### config.mk
export PLATFORM = sky130hd
export DESIGN_NAME = errcap_unit
export DESIGN_NICKNAME = d
export VERILOG_FILES = /design/src/rtl/errcap_pkg.sv /design/src/rtl/errcap_mask.sv /design/src/rtl/errcap_cause.sv /design/src/rtl/errcap_snapshot.sv /design/src/rtl/errcap_unit.sv
export SDC_FILE = /design/constraint.sdc
export NUM_CORES = 1
export LEC_CHECK = 0
export ABC_AREA = 1
export BUFFER_PORTS_ARGS = -buffer_cell sky130_fd_sc_hd__buf_4
export CAP_MARGIN = 20
export CORE_AREA = 2 2 159 199
export DETAILED_ROUTE_END_ITERATION = 6
export DIE_AREA = 0 0 161 201
export PLACE_DENSITY = 0.71
export SYNTH_ARGS = -nofsm -noshare
export SYNTH_HDL_FRONTEND = slang
export SYNTH_SLANG_ARGS = --single-unit
### constraint.sdc
create_clock -name clk -period 2.9 [get_ports clk]
set_input_delay 0.58 -clock clk [delete_from_list [all_inputs] [get_ports clk]]
set_output_delay 0.58 -clock clk [all_outputs]
set_load 0.03 [all_outputs]
### src/rtl/errcap_pkg.sv
package errcap_pkg;

  // Register indices on the word-addressed service port
  typedef enum logic [2:0] {
    IDX_CAUSE   = 3'd0,
    IDX_IMASK   = 3'd1,
    IDX_SMASK   = 3'd2,
    IDX_ADDR_LO = 3'd3,
    IDX_ADDR_HI = 3'd4,
    IDX_DATA_LO = 3'd5,
    IDX_DATA_HI = 3'd6,
    IDX_INFO    = 3'd7
  } reg_idx_e;

  // Snapshot words: addr lo/hi, data lo/hi, info
  localparam int SNAP_WORDS = 5;
  localparam int SNAP_BASE  = 3;

endpackage

### src/rtl/errcap_mask.sv
module errcap_mask #(
  parameter int BUS_W    = 32,
  parameter int CAUSE_W  = 32,
  parameter bit LOCK_LSB = 1'b1
) (
  input  logic               clk,
  input  logic               rst,
  input  logic               we,
  input  logic [BUS_W-1:0]   wdata,
  output logic [CAUSE_W-1:0] mask_d,
  output logic [CAUSE_W-1:0] mask_q
);

  generate
    if (LOCK_LSB) begin : g_lock
      logic [CAUSE_W-1:1] hi_q;
      always_ff @(posedge clk) begin
        if (rst) hi_q <= '0;
        else if (we) hi_q <= wdata[CAUSE_W-1:1];
      end
      assign mask_q = {hi_q, 1'b0};
      assign mask_d = we ? {wdata[CAUSE_W-1:1], 1'b0} : mask_q;
    end else begin : g_free
      logic [CAUSE_W-1:0] all_q;
      always_ff @(posedge clk) begin
        if (rst) all_q <= '0;
        else if (we) all_q <= wdata[CAUSE_W-1:0];
      end
      assign mask_q = all_q;
      assign mask_d = we ? wdata[CAUSE_W-1:0] : all_q;
    end
  endgenerate

endmodule

### src/rtl/errcap_cause.sv
module errcap_cause #(
  parameter int CAUSE_W = 32
) (
  input  logic               clk,
  input  logic               rst,
  input  logic [CAUSE_W-1:0] ev_bits,
  input  logic               clr_we,
  input  logic [CAUSE_W-1:0] clr_data,
  input  logic [CAUSE_W-1:0] imask_d,
  input  logic [CAUSE_W-1:0] smask_d,
  output logic [CAUSE_W-1:0] cause_q,
  output logic               load_snap,
  output logic               irq_q,
  output logic               serr_q
);

  logic [CAUSE_W-1:0] cause_d;

  // Write-zero-to-clear, then new events OR in (events win a tie)
  always_comb begin
    cause_d = clr_we ? (cause_q & clr_data) : cause_q;
    cause_d = cause_d | ev_bits;
  end

  // Snapshot only loads from an idle (all-zero) cause
  assign load_snap = (|ev_bits) && (cause_q == '0);

  always_ff @(posedge clk) begin
    if (rst) begin
      cause_q <= '0;
      irq_q   <= 1'b0;
      serr_q  <= 1'b0;
    end else begin
      cause_q <= cause_d;
      irq_q   <= |(cause_d & imask_d);
      serr_q  <= |(cause_d & smask_d);
    end
  end

endmodule

### src/rtl/errcap_snapshot.sv
module errcap_snapshot #(
  parameter int BUS_W = 32,
  parameter int WORDS = 5
) (
  input  logic                   clk,
  input  logic                   rst,
  input  logic                   load,
  input  logic [WORDS*BUS_W-1:0] src,
  output logic [WORDS*BUS_W-1:0] snap_q
);

  generate
    for (genvar w = 0; w < WORDS; w++) begin : g_word
      always_ff @(posedge clk) begin
        if (rst) snap_q[w*BUS_W +: BUS_W] <= '0;
        else if (load) snap_q[w*BUS_W +: BUS_W] <= src[w*BUS_W +: BUS_W];
      end
    end
  endgenerate

endmodule

### src/rtl/errcap_unit.sv
module errcap_unit
  import errcap_pkg::*;
#(
  parameter int BUS_W    = 32,
  parameter int CAUSE_W  = 32,
  parameter bit LOCK_LSB = 1'b1
) (
  input  logic                 clk,
  input  logic                 rst,
  input  logic                 err_valid,
  input  logic [CAUSE_W-1:0]   err_src,
  input  logic [2*BUS_W-1:0]   err_addr,
  input  logic [2*BUS_W-1:0]   err_data,
  input  logic [BUS_W-1:0]     err_info,
  input  logic                 wr_en,
  input  logic [2:0]           wr_idx,
  input  logic [BUS_W-1:0]     wr_data,
  input  logic                 rd_en,
  input  logic [2:0]           rd_idx,
  output logic [BUS_W-1:0]     rd_data,
  output logic                 rd_valid,
  output logic                 irq,
  output logic                 serr
);

  localparam int SNAP_W = SNAP_WORDS * BUS_W;

  logic [CAUSE_W-1:0] ev_bits;
  logic               wr_cause, wr_imask, wr_smask;
  logic [CAUSE_W-1:0] cause_q, imask_q, smask_q, imask_d, smask_d;
  logic               load_snap;
  logic [SNAP_W-1:0]  snap_src, snap_q;

  assign ev_bits  = err_valid ? err_src : '0;
  assign wr_cause = wr_en && (reg_idx_e'(wr_idx) == IDX_CAUSE);
  assign wr_imask = wr_en && (reg_idx_e'(wr_idx) == IDX_IMASK);
  assign wr_smask = wr_en && (reg_idx_e'(wr_idx) == IDX_SMASK);
  assign snap_src = {err_info, err_data, err_addr};

  errcap_mask #(.BUS_W(BUS_W), .CAUSE_W(CAUSE_W), .LOCK_LSB(LOCK_LSB)) u_imask (
    .clk(clk), .rst(rst), .we(wr_imask), .wdata(wr_data),
    .mask_d(imask_d), .mask_q(imask_q)
  );

  errcap_mask #(.BUS_W(BUS_W), .CAUSE_W(CAUSE_W), .LOCK_LSB(LOCK_LSB)) u_smask (
    .clk(clk), .rst(rst), .we(wr_smask), .wdata(wr_data),
    .mask_d(smask_d), .mask_q(smask_q)
  );

  errcap_cause #(.CAUSE_W(CAUSE_W)) u_cause (
    .clk(clk), .rst(rst), .ev_bits(ev_bits),
    .clr_we(wr_cause), .clr_data(wr_data[CAUSE_W-1:0]),
    .imask_d(imask_d), .smask_d(smask_d),
    .cause_q(cause_q), .load_snap(load_snap),
    .irq_q(irq), .serr_q(serr)
  );

  errcap_snapshot #(.BUS_W(BUS_W), .WORDS(SNAP_WORDS)) u_snap (
    .clk(clk), .rst(rst), .load(load_snap), .src(snap_src), .snap_q(snap_q)
  );

  // Zero-extend narrow registers to the bus width
  logic [BUS_W-1:0] cause_w, imask_w, smask_w, rd_word;
  always_comb begin
    cause_w = '0; cause_w[CAUSE_W-1:0] = cause_q;
    imask_w = '0; imask_w[CAUSE_W-1:0] = imask_q;
    smask_w = '0; smask_w[CAUSE_W-1:0] = smask_q;
  end

  always_comb begin
    case (reg_idx_e'(rd_idx))
      IDX_CAUSE: rd_word = cause_w;
      IDX_IMASK: rd_word = imask_w;
      IDX_SMASK: rd_word = smask_w;
      default:   rd_word = snap_q[(int'(rd_idx) - SNAP_BASE)*BUS_W +: BUS_W];
    endcase
  end

  always_ff @(posedge clk) begin
    if (rst) begin
      rd_data  <= '0;
      rd_valid <= 1'b0;
    end else begin
      rd_valid <= rd_en;
      if (rd_en) rd_data <= rd_word;
    end
  end

endmodule

==> impl.org, run 1 <==
** Power
- The completed layout was analyzed and its total power is around 9.4 mW.
- Combinational group share of total power :: 13.9%
- Fraction of power consumed by the clock network :: 42.1%
- Switch Pwr :: 2.48 mW
- Switching Fraction :: between 20% and 30%
- Across the VDD grid, the largest voltage drop is between 0.3 and 0.4 mV.
- PD cells :: 524 nW/µm²
- Part of the total power dissipated in sequential elements :: a little over two fifths
- Lkg Pwr :: between 8 and 9 nW
- Internal Power :: about 6.9 mW

** Timing
- Setup slack closes at 0.450 ns.
- Based on the critical path, the design can be clocked at up to 408 MHz.
- The count of pins over their slew limit was 0.
- Setup TNS :: 0 ns
- The hold violation total from the final report is 0.
- Final setup violation count :: 0
- RSZ-0062 raised after global routing :: no
- Final clock period utilization by the worst path :: a little over four fifths
- Min cycle time layout :: ~2.5 ns
- Worst hold slack :: 0.313 ns
- Actual slew at the worst max-slew pin :: about 1.0 ns
- Clock skew after layout :: roughly 0.015 ns
- Relative slew margins :: just over 30%

** Route
- Routed wirelength normalized by instance count :: around 16 µm
- Final antenna-violating net count :: 0
- DR vias :: between 15000 and 20000
- Via-to-Cell Ratio :: approximately 5.4
- Final routed wirelength across all metal layers :: 47.2 mm
- DR pass1 iterations :: 5
- In the routed design, unresolved DRC markers number 0.
- Initial DRC Count :: 1378

** Clock network
- No sink is reached through more buffers than the 3 on the longest clock path.
- Buffers inserted during clock tree synthesis total 30.
- The cell sitting at the root of the clock tree is a sky130_fd_sc_hd__clkbuf_16.
- Worst skew pair latency :: about 0.56 ns
- Buffers added to address setup during post-CTS repair amount to 0.
- TritonCTS sink count :: 289
- For this design, the CTS-stage hold fixing added 0 buffers.
- Clock slew at the register clock pins of the worst setup and hold paths :: approximately 0.060 ns
- In this run the number of H-tree levels came out at 1.
- The number of gates resized after CTS was 0.
- TritonCTS clock tree :: yes

** Placed design
- The count of buffers added on input and output ports is 269.
- After detailed placement, the design holds a cell count of 2816.
- Weighted congestion reported at the end of routability-driven placement :: approximately 0.91
- Prior to clock tree synthesis, the placed netlist has a worst setup slack of about 0.27 ns.
- Placed cell areas :: around 17000 µm²
- Summed over all nets, the half-perimeter wirelength after detailed placement is 33.4 mm.

** Synth
- Proportion of register bits with asynchronous set or reset after synthesis :: 0%
- The netlist uses 30 different library cells.
- For this run, the number of Yosys warnings is 0.
- In this run the mean area of a mapped cell was approximately 6.5 µm².
- Synthesized instance count :: 2277
- Number of flops mapped to enable cells by yosys :: 0
- Summed over all instances, the cell type with the most area after synthesis is sky130_fd_sc_hd__dfxtp_1.
- Sequential fraction of the synthesis area :: about 39%
- Most instantiated flip-flop cell in the synthesis netlist :: sky130_fd_sc_hd__dfxtp_1
- Yosys reg bits :: 289
- Of the post-synthesis cell area, the dominant cell type holds about two fifths.
- Summing every instance area after synthesis gives around 15000 µm².
- Synthesis produced a netlist with a net count of around 2500.
- Top cells by area in the synthesized netlist :: sky130_fd_sc_hd__dfxtp_1 (39%), sky130_fd_sc_hd__nand2_1 (12%), sky130_fd_sc_hd__nand3_1 (8.7%)

** Finish
- Area occupied by registers :: a little under 6000 µm²
- The multi-input combinational cells in the finished layout cover a total of a little over 7000 µm².
- The repair_antennas step left the layout with diodes totalling 0.
- At the end of the flow the core is filled with cells to 58.6%.
- Synthesis-to-finish area growth :: 21.9%
- Number of filler instances in the final layout :: between 3000 and 4000
- Total number of nets in the final design :: 2680
- Leaving out fill and tap cells, the most frequent cell in the layout is sky130_fd_sc_hd__nand2_1.
- Final Non-Filler Cells :: 2868
- The finished cells cover between 15000 and 20000 µm².
- Leading cell types in the layout, fill and taps excluded :: sky130_fd_sc_hd__nand2_1 (479), sky130_fd_sc_hd__nor2_1 (310), sky130_fd_sc_hd__buf_4 (291)
- Share of layout cells above drive strength 1 :: 14.9%

** Setup path
- Type of origin of the critical path :: flop
- Crit path capture type :: flop
- In this run the register-to-register setup slack is about 0.45 ns.
- CP Data Required Time :: approximately 3.4 ns
- Along the worst path, the maximum fanout reaches 57.
- The worst setup path is of the flop to flop kind.
- Data arrives at the worst endpoint at 2.90 ns.

** Hold path
- The min-delay analysis places its worst path in the category input port to flop.

** GRT
- Pin count of the biggest net entering global routing :: ~110
- Number of global-route vias before repair :: approximately 14000
- Global-route wire length before repair :: between 70 and 80 mm
- Initial antenna violation count :: 0
- Tot GR Track Use :: between 20% and 30%
- After global routing the overflow that remains totals 0.

** Floorplan
- The floorplan has just over 70 rows.
- Area inside the core boundary :: 30600 µm²
- In this run the count of I/O pins placed on the die edge is 270.
- The die is 161 µm wide.
- The initial utilization of the core area, before any placement, comes to between 40% and 50%.
- The die is ~200 µm tall.
- Area of the die :: approximately 32000 µm²

** Run status
- The flow ran to the end, and the final reports show no timing, DRC or antenna violations.

** Job
- Max-cap check violation count :: 0
## cell families (layout without fill, tap and decap cells)
family | count (synthesis) | count (layout) | synth area share [%]
XOR/XNOR | 1 | 1 | 0.0595
flip-flops | 289 | 289 | 39.3
adder cells (fa/ha/maj) | 4 | 4 | 0.340
buffers and inverters | 441 | 625 | 12.5
AND/OR/NAND/NOR | 1067 | 1067 | 29.9
AO/OA/AOI/OAI | 475 | 475 | 18.0
## final cells by class
class,count,share of cell area (%)
Multi-Input combinational cell,1547,39.8
Timing Repair Buffer,307,14.0
Clock buffer,43,4.91
Sequential cell,289,32.2
Inverter,266,5.59
Tap cell,407,2.84
Clock inverter,9,0.669
## metal layers
| metal | GRT usage (%) | part of all wire (%) | wire length, µm | vias up |
|---|---|---|---|---|
| met3 | 3.06 | 7.1 | 3370 | 90 |
| li1 | - | - | - | 7680 |
| met5 | 0 | 0 | 0 | - |
| met1 | 37.4 | 42 | 19600 | 7138 |
| met4 | 11.4 | 4.1 | 1920 | 0 |
| met2 | 46.8 | 47 | 22300 | 625 |
## cells in the mapped netlist, types with 6 or more instances
library cell	count
sky130_fd_sc_hd__a22o_1	24
sky130_fd_sc_hd__nor4_1	8
sky130_fd_sc_hd__a21oi_1	229
sky130_fd_sc_hd__dfxtp_1	289
sky130_fd_sc_hd__buf_2	45
sky130_fd_sc_hd__buf_1	7
sky130_fd_sc_hd__nand4_1	6
sky130_fd_sc_hd__clkbuf_1	105
sky130_fd_sc_hd__o21ai_0	146
sky130_fd_sc_hd__o21ai_1	7
sky130_fd_sc_hd__o221ai_1	32
sky130_fd_sc_hd__a31oi_1	31
sky130_fd_sc_hd__buf_6	16
sky130_fd_sc_hd__inv_1	264
sky130_fd_sc_hd__nand3_1	255
sky130_fd_sc_hd__nand2_1	479
sky130_fd_sc_hd__nor2_1	311
## power by group through the flow
stage / Combinational [mW] / Clock [mW] / Sequential [mW]
floorplan: 0.637 / 0 / 4.26
global placement: 1.28 / 0 / 4.23
detailed placement: 1.29 / 0 / 4.23
CTS: 1.30 / 4.00 / 4.14
global route: 1.43 / 4.18 / 4.15
finish: 1.31 / 3.96 / 4.14
## worst max-delay path, cell delays in order, from the launching register on
cell and delay [ns]:
sky130_fd_sc_hd__dfxtp_1 0.34, sky130_fd_sc_hd__nor4_1 0.59, sky130_fd_sc_hd__nand4_1 0.27, sky130_fd_sc_hd__nor2_4 0.50, sky130_fd_sc_hd__buf_12 0.31, sky130_fd_sc_hd__nand3_1 0.17, sky130_fd_sc_hd__nand2_1 0.10, sky130_fd_sc_hd__nor2_1 0.04
## worst paths after layout
path                                                        end  depth (start not counted)                       startpoint
worst max-delay path            u_snap.snap_q[131]$_SDFFE_PP0P_                          7   u_cause.cause_q[19]$_SDFF_PP0_
worst min-delay path              u_cause.cause_q[9]$_SDFF_PP0_                          3                       err_src[9]
worst max register to register  u_snap.snap_q[131]$_SDFFE_PP0P_                          7   u_cause.cause_q[19]$_SDFF_PP0_
worst min register to register  u_snap.snap_q[120]$_SDFFE_PP0P_                          2  u_snap.snap_q[120]$_SDFFE_PP0P_
## flip-flops by register name (all words and copies together), names as in the netlist
| name | flops |
|---|---|
| rd_data | 32 |
| u_imask.g_lock.hi_q | 31 |
| u_cause.cause_q | 32 |
| u_cause.irq_q | 1 |
| u_snap.snap_q | 160 |
| rd_valid | 1 |
| u_smask.g_lock.hi_q | 31 |
| u_cause.serr_q | 1 |
Note: power is estimated with default switching activity, not from simulation.
==> run 2, diff against run 1 <==
- ABC_AREA: 1 -> 0
- CORE_AREA: 2 2 159 199 -> 2 2 150 188
- DIE_AREA: 0 0 161 201 -> 0 0 152 190
- PLACE_DENSITY: 0.71 -> 0.72
- clock period: 2.9 -> 2.41 ns (I/O delays scaled with it)
==> run 2 against run 1 <==
Compared with the run above:
- final cell count fell by 19%
- global-route usage is 1.1 points higher
- cell area down 6.2%
- fmax is 5.4% higher
- first-iteration DRC count is 0.44% lower
- total power rose by 14%
- synthesized area is 11% lower
- clock skew is 0.0029 ns higher
- highest routed layer unchanged
- critical path type unchanged
- sequential cell count unchanged
- largest cell class unchanged
==> impl.org, run 2 <==
** Finish
- Number of filler instances in the final layout :: ~2500
- Counting flops per register, the top entry is u_snap.snap_q.
- Diode count :: 0
- Synthesis-to-finish area growth :: 28.5%
- Leading cell types in the layout, fill and taps excluded :: sky130_fd_sc_hd__nand2_1 (539), sky130_fd_sc_hd__buf_4 (337), sky130_fd_sc_hd__dfxtp_1 (289)
- Leading registers by flop count :: u_snap.snap_q x160, rd_data x32, u_cause.cause_q x32
- Number of flip-flops in the largest register :: 160
- In the final design database the tool counted between 2000 and 2500 nets.
- The library cell used most frequently in the layout, excluding fill and tap cells, is sky130_fd_sc_hd__nand2_1.
- Share of layout cells above drive strength 1 :: between 20% and 30%

** Floorplan
- For this design the top-level I/O count stands at 270.
- Area of the die :: about 29000 µm²
- Initial Utilization :: 48.0%
- The floorplan step set the die width to 152 µm.
- Number of rows created at floorplan :: between 60 and 70
- Die height :: approximately 190 µm
- The region available for standard cell placement spans about 27000 µm².

** Setup path
- CP Data Required Time :: roughly 2.8 ns
- By startpoint and endpoint, the worst setup path is classified as flop to flop.
- Biggest fanout along the worst timing path :: 64
- Data arrival time at the worst-slack endpoint :: 2.74 ns
- STA classifies the critical path startpoint as a flop.
- STA classifies the critical path endpoint as a flop.

** Synth
- Most instantiated flip-flop cell in the synthesis netlist :: sky130_fd_sc_hd__dfxtp_1
- After synthesis, the mean cell area works out to 7.72 µm².
- Summing every instance area after synthesis gives about 13000 µm².
- For this run, the register share of the synthesized area comes to 44.1%.
- Synth cell types :: 39
- Of all cell types, the one taking the most synthesized area is sky130_fd_sc_hd__dfxtp_1.
- The Yosys step of the flow raised 0 warnings.
- Yosys reg bits :: about 290
- Area share of the leading cell type in the synthesized netlist :: about 44%
- Ranking of synthesized cells by instance count :: sky130_fd_sc_hd__nand2_1 (539), sky130_fd_sc_hd__dfxtp_1 (289), sky130_fd_sc_hd__a21oi_1 (288), sky130_fd_sc_hd__clkbuf_1 (107), sky130_fd_sc_hd__o21ai_0 (87)
- Most used standard cell by instance count after synthesis :: sky130_fd_sc_hd__nand2_1
- Yosys mapped a number of flops with a built-in enable equal to 0.
- Post-Synthesis Net Count :: between 1500 and 2000
- Ranked by total cell area, the synthesized netlist is headed by sky130_fd_sc_hd__dfxtp_1 (44%), sky130_fd_sc_hd__nand2_1 (15%), sky130_fd_sc_hd__a21oi_1 (11%).
- Proportion of register bits with asynchronous set or reset after synthesis :: 0%
- Synthesized instance count :: 1698

** Timing
- Actual slew at the worst max-slew pin :: 0.864 ns
- The worst path meets setup with roughly 0.086 ns of slack.
- Number of pins exceeding their max-slew limit in the final report :: 0
- Headroom to the max-slew limit came out at between 40 and 50%.
- Clock skew after layout :: around 0.018 ns
- Setup TNS :: 0 ns
- Final setup violation count :: 0
- Min cycle time layout :: 2.32 ns
- Count of final hold-check violations :: 0
- Final clock period utilization by the worst path :: 96.4%
- RSZ-0062 raised after global routing :: yes
- Based on the critical path, the design can be clocked at up to approximately 430 MHz.

** Placed design
- In this run the tool buffered the top-level ports with about 270 buffer cells.
- The wire-length estimate of the detail-placed layout is around 32 mm.
- Post-Place Setup Slack :: 0.0363 ns
- Weighted congestion reported at the end of routability-driven placement :: between 0.9 and 1

** Power
- For this design the static power due to leakage is 6.16 nW.
- PD cells :: between 600 and 700 nW/µm²
- Worst vdd ir :: between 0.5 and 0.6 mV

** GRT
- In the global route stage, overall resource usage came out at approximately 30%.
- Number of global-route vias before repair :: approximately 13000
- Entering global routing, the biggest net connects 70 pins.
- Congestion Overflow GR :: 0
- The first global-routing pass estimated a little under 70 mm of wire.
- Initial antenna violation count :: 0

** Clock network
- Worst skew pair latency :: between 0.5 and 0.6 ns
- Number of H-tree branching levels :: 1
- The clock net in this run drives a total of approximately 290 sinks.
- After clock tree synthesis, the clock-pin slew on the worst setup and hold paths is ~0.07 ns.
- TritonCTS built the clock tree.
- The clock passes through at most 3 buffers.
- Number of buffers created by CTS :: 29
- In this run, post-CTS hold repair placed 0 buffers.
- The tree is rooted in a sky130_fd_sc_hd__clkbuf_16.

** Route
- After the first detailed-routing iteration, the DRC count stood at 1372.
- DR vias :: between 10000 and 15000
- Final routed wirelength across all metal layers :: roughly 45 mm
- Drc violations :: 0
- Routed wirelength normalized by instance count :: 19.2 µm
- Via-to-Cell Ratio :: about 6
- The first detailed-routing pass took 6 iterations.
- The detail route stage leaves a number of antenna-violating nets equal to 0.

** Job
- Max-cap violations in this run came to 0.

** Hold path
- The worst hold path belongs to the class input port to flop.

** Run status
- Status :: finished, final reports clean
[run 2: cell types whose count changed in the layout (fill, tap and decap cells not counted), sizes merged, moves of 31 or more]
cell   before  now
nand3     255   63
nand2     479  539
nor2      313   45
buf       307  355
inv       266    4
o21ai     153   87
a22oi       0   31
a21oi     229  288
mux4        0   32
[run 2: cell families after synthesis]
| kind of cell | Yosys count | share of synthesized area [%] |
|---|---|---|
| compound gates | 499 | 21.7 |
| xor+xnor | 2 | 0.134 |
| fa+ha+maj | 4 | 0.382 |
| buf+inv | 143 | 4.72 |
| flops | 289 | 44.1 |
| mux | 36 | 5.80 |
| simple gates | 725 | 23.1 |
[run 2: worst max-delay path, stage by stage (launching register included)]
cell	delay [ns]
sky130_fd_sc_hd__dfxtp_1	0.33
sky130_fd_sc_hd__or4_1	0.60
sky130_fd_sc_hd__nor4_4	0.26
sky130_fd_sc_hd__or4b_4	0.56
sky130_fd_sc_hd__buf_12	0.22
sky130_fd_sc_hd__nand2_1	0.12
sky130_fd_sc_hd__a21oi_1	0.07
[run 2: final timing paths]
| kind | start | to | slack, ns | cells past startpoint |
|---|---|---|---|---|
| worst max-delay path | u_cause.cause_q[19]$_SDFF_PP0_ | u_snap.snap_q[9]$_SDFFE_PP0P_ | 0.09 | 6 |
| worst min register to register | u_snap.snap_q[26]$_SDFFE_PP0P_ | u_snap.snap_q[26]$_SDFFE_PP0P_ | 0.45 | 2 |
| worst min-delay path | err_addr[59] | u_snap.snap_q[59]$_SDFFE_PP0P_ | 0.19 | 3 |
| worst max register to register | u_cause.cause_q[19]$_SDFF_PP0_ | u_snap.snap_q[9]$_SDFFE_PP0P_ | 0.09 | 6 |
[run 2: metrics by stage]
step | cell area, µm² | util, % | hold WS, ns | std cells | power (mW)
global route | 16800 | 61.7 | 0.178 | 2316 | 11.0
detailed placement | 15900 | 58.2 | 0.442 | 2264 | 6.34
finish | 16800 | 61.7 | 0.187 | 2316 | 10.7
CTS | 16800 | 61.6 | 0.176 | 2316 | 10.7
global placement | 15900 | 58.2 | 0.435 | 2264 | 6.33
floorplan | 13100 | - | 0.429 | 1698 | 5.63
[run 2: area by class of cell]
class | count | area [µm²] | share of cell area, %
Multi-Input combinational cell | 1266 | 6770 | 40.2
Sequential cell | 289 | 5790 | 34.3
Timing Repair Buffer | 356 | 2900 | 17.2
Clock buffer | 44 | 862 | 5.12
Tap cell | 350 | 438 | 2.60
Clock inverter | 8 | 73.8 | 0.438
Inverter | 3 | 11.3 | 0.0668
[run 2: where the power goes]
part	total [mW]	leakage (nW)	switching, mW	internal [mW]
clock	4.42	0.458	1.86	2.56
combinational	1.30	3.35	0.717	0.580
sequential	4.97	2.34	0.0919	4.87
total	10.7	6.16	2.67	8.01
[run 2: routing by layer]
metal | part of all wire, % | GRT usage (%) | wire, µm
met1 | 40 | 38.8 | 17800
met2 | 46 | 46.8 | 20400
met3 | 9.2 | 5.10 | 4090
met4 | 4.9 | 13.8 | 2170
met5 | 0 | 0 | 0
[run 2: repair_timing]
item	in CTS	in global routing
endpoints found under the setup margin	0	160
resized for setup	0	3
buffers inserted	0	0
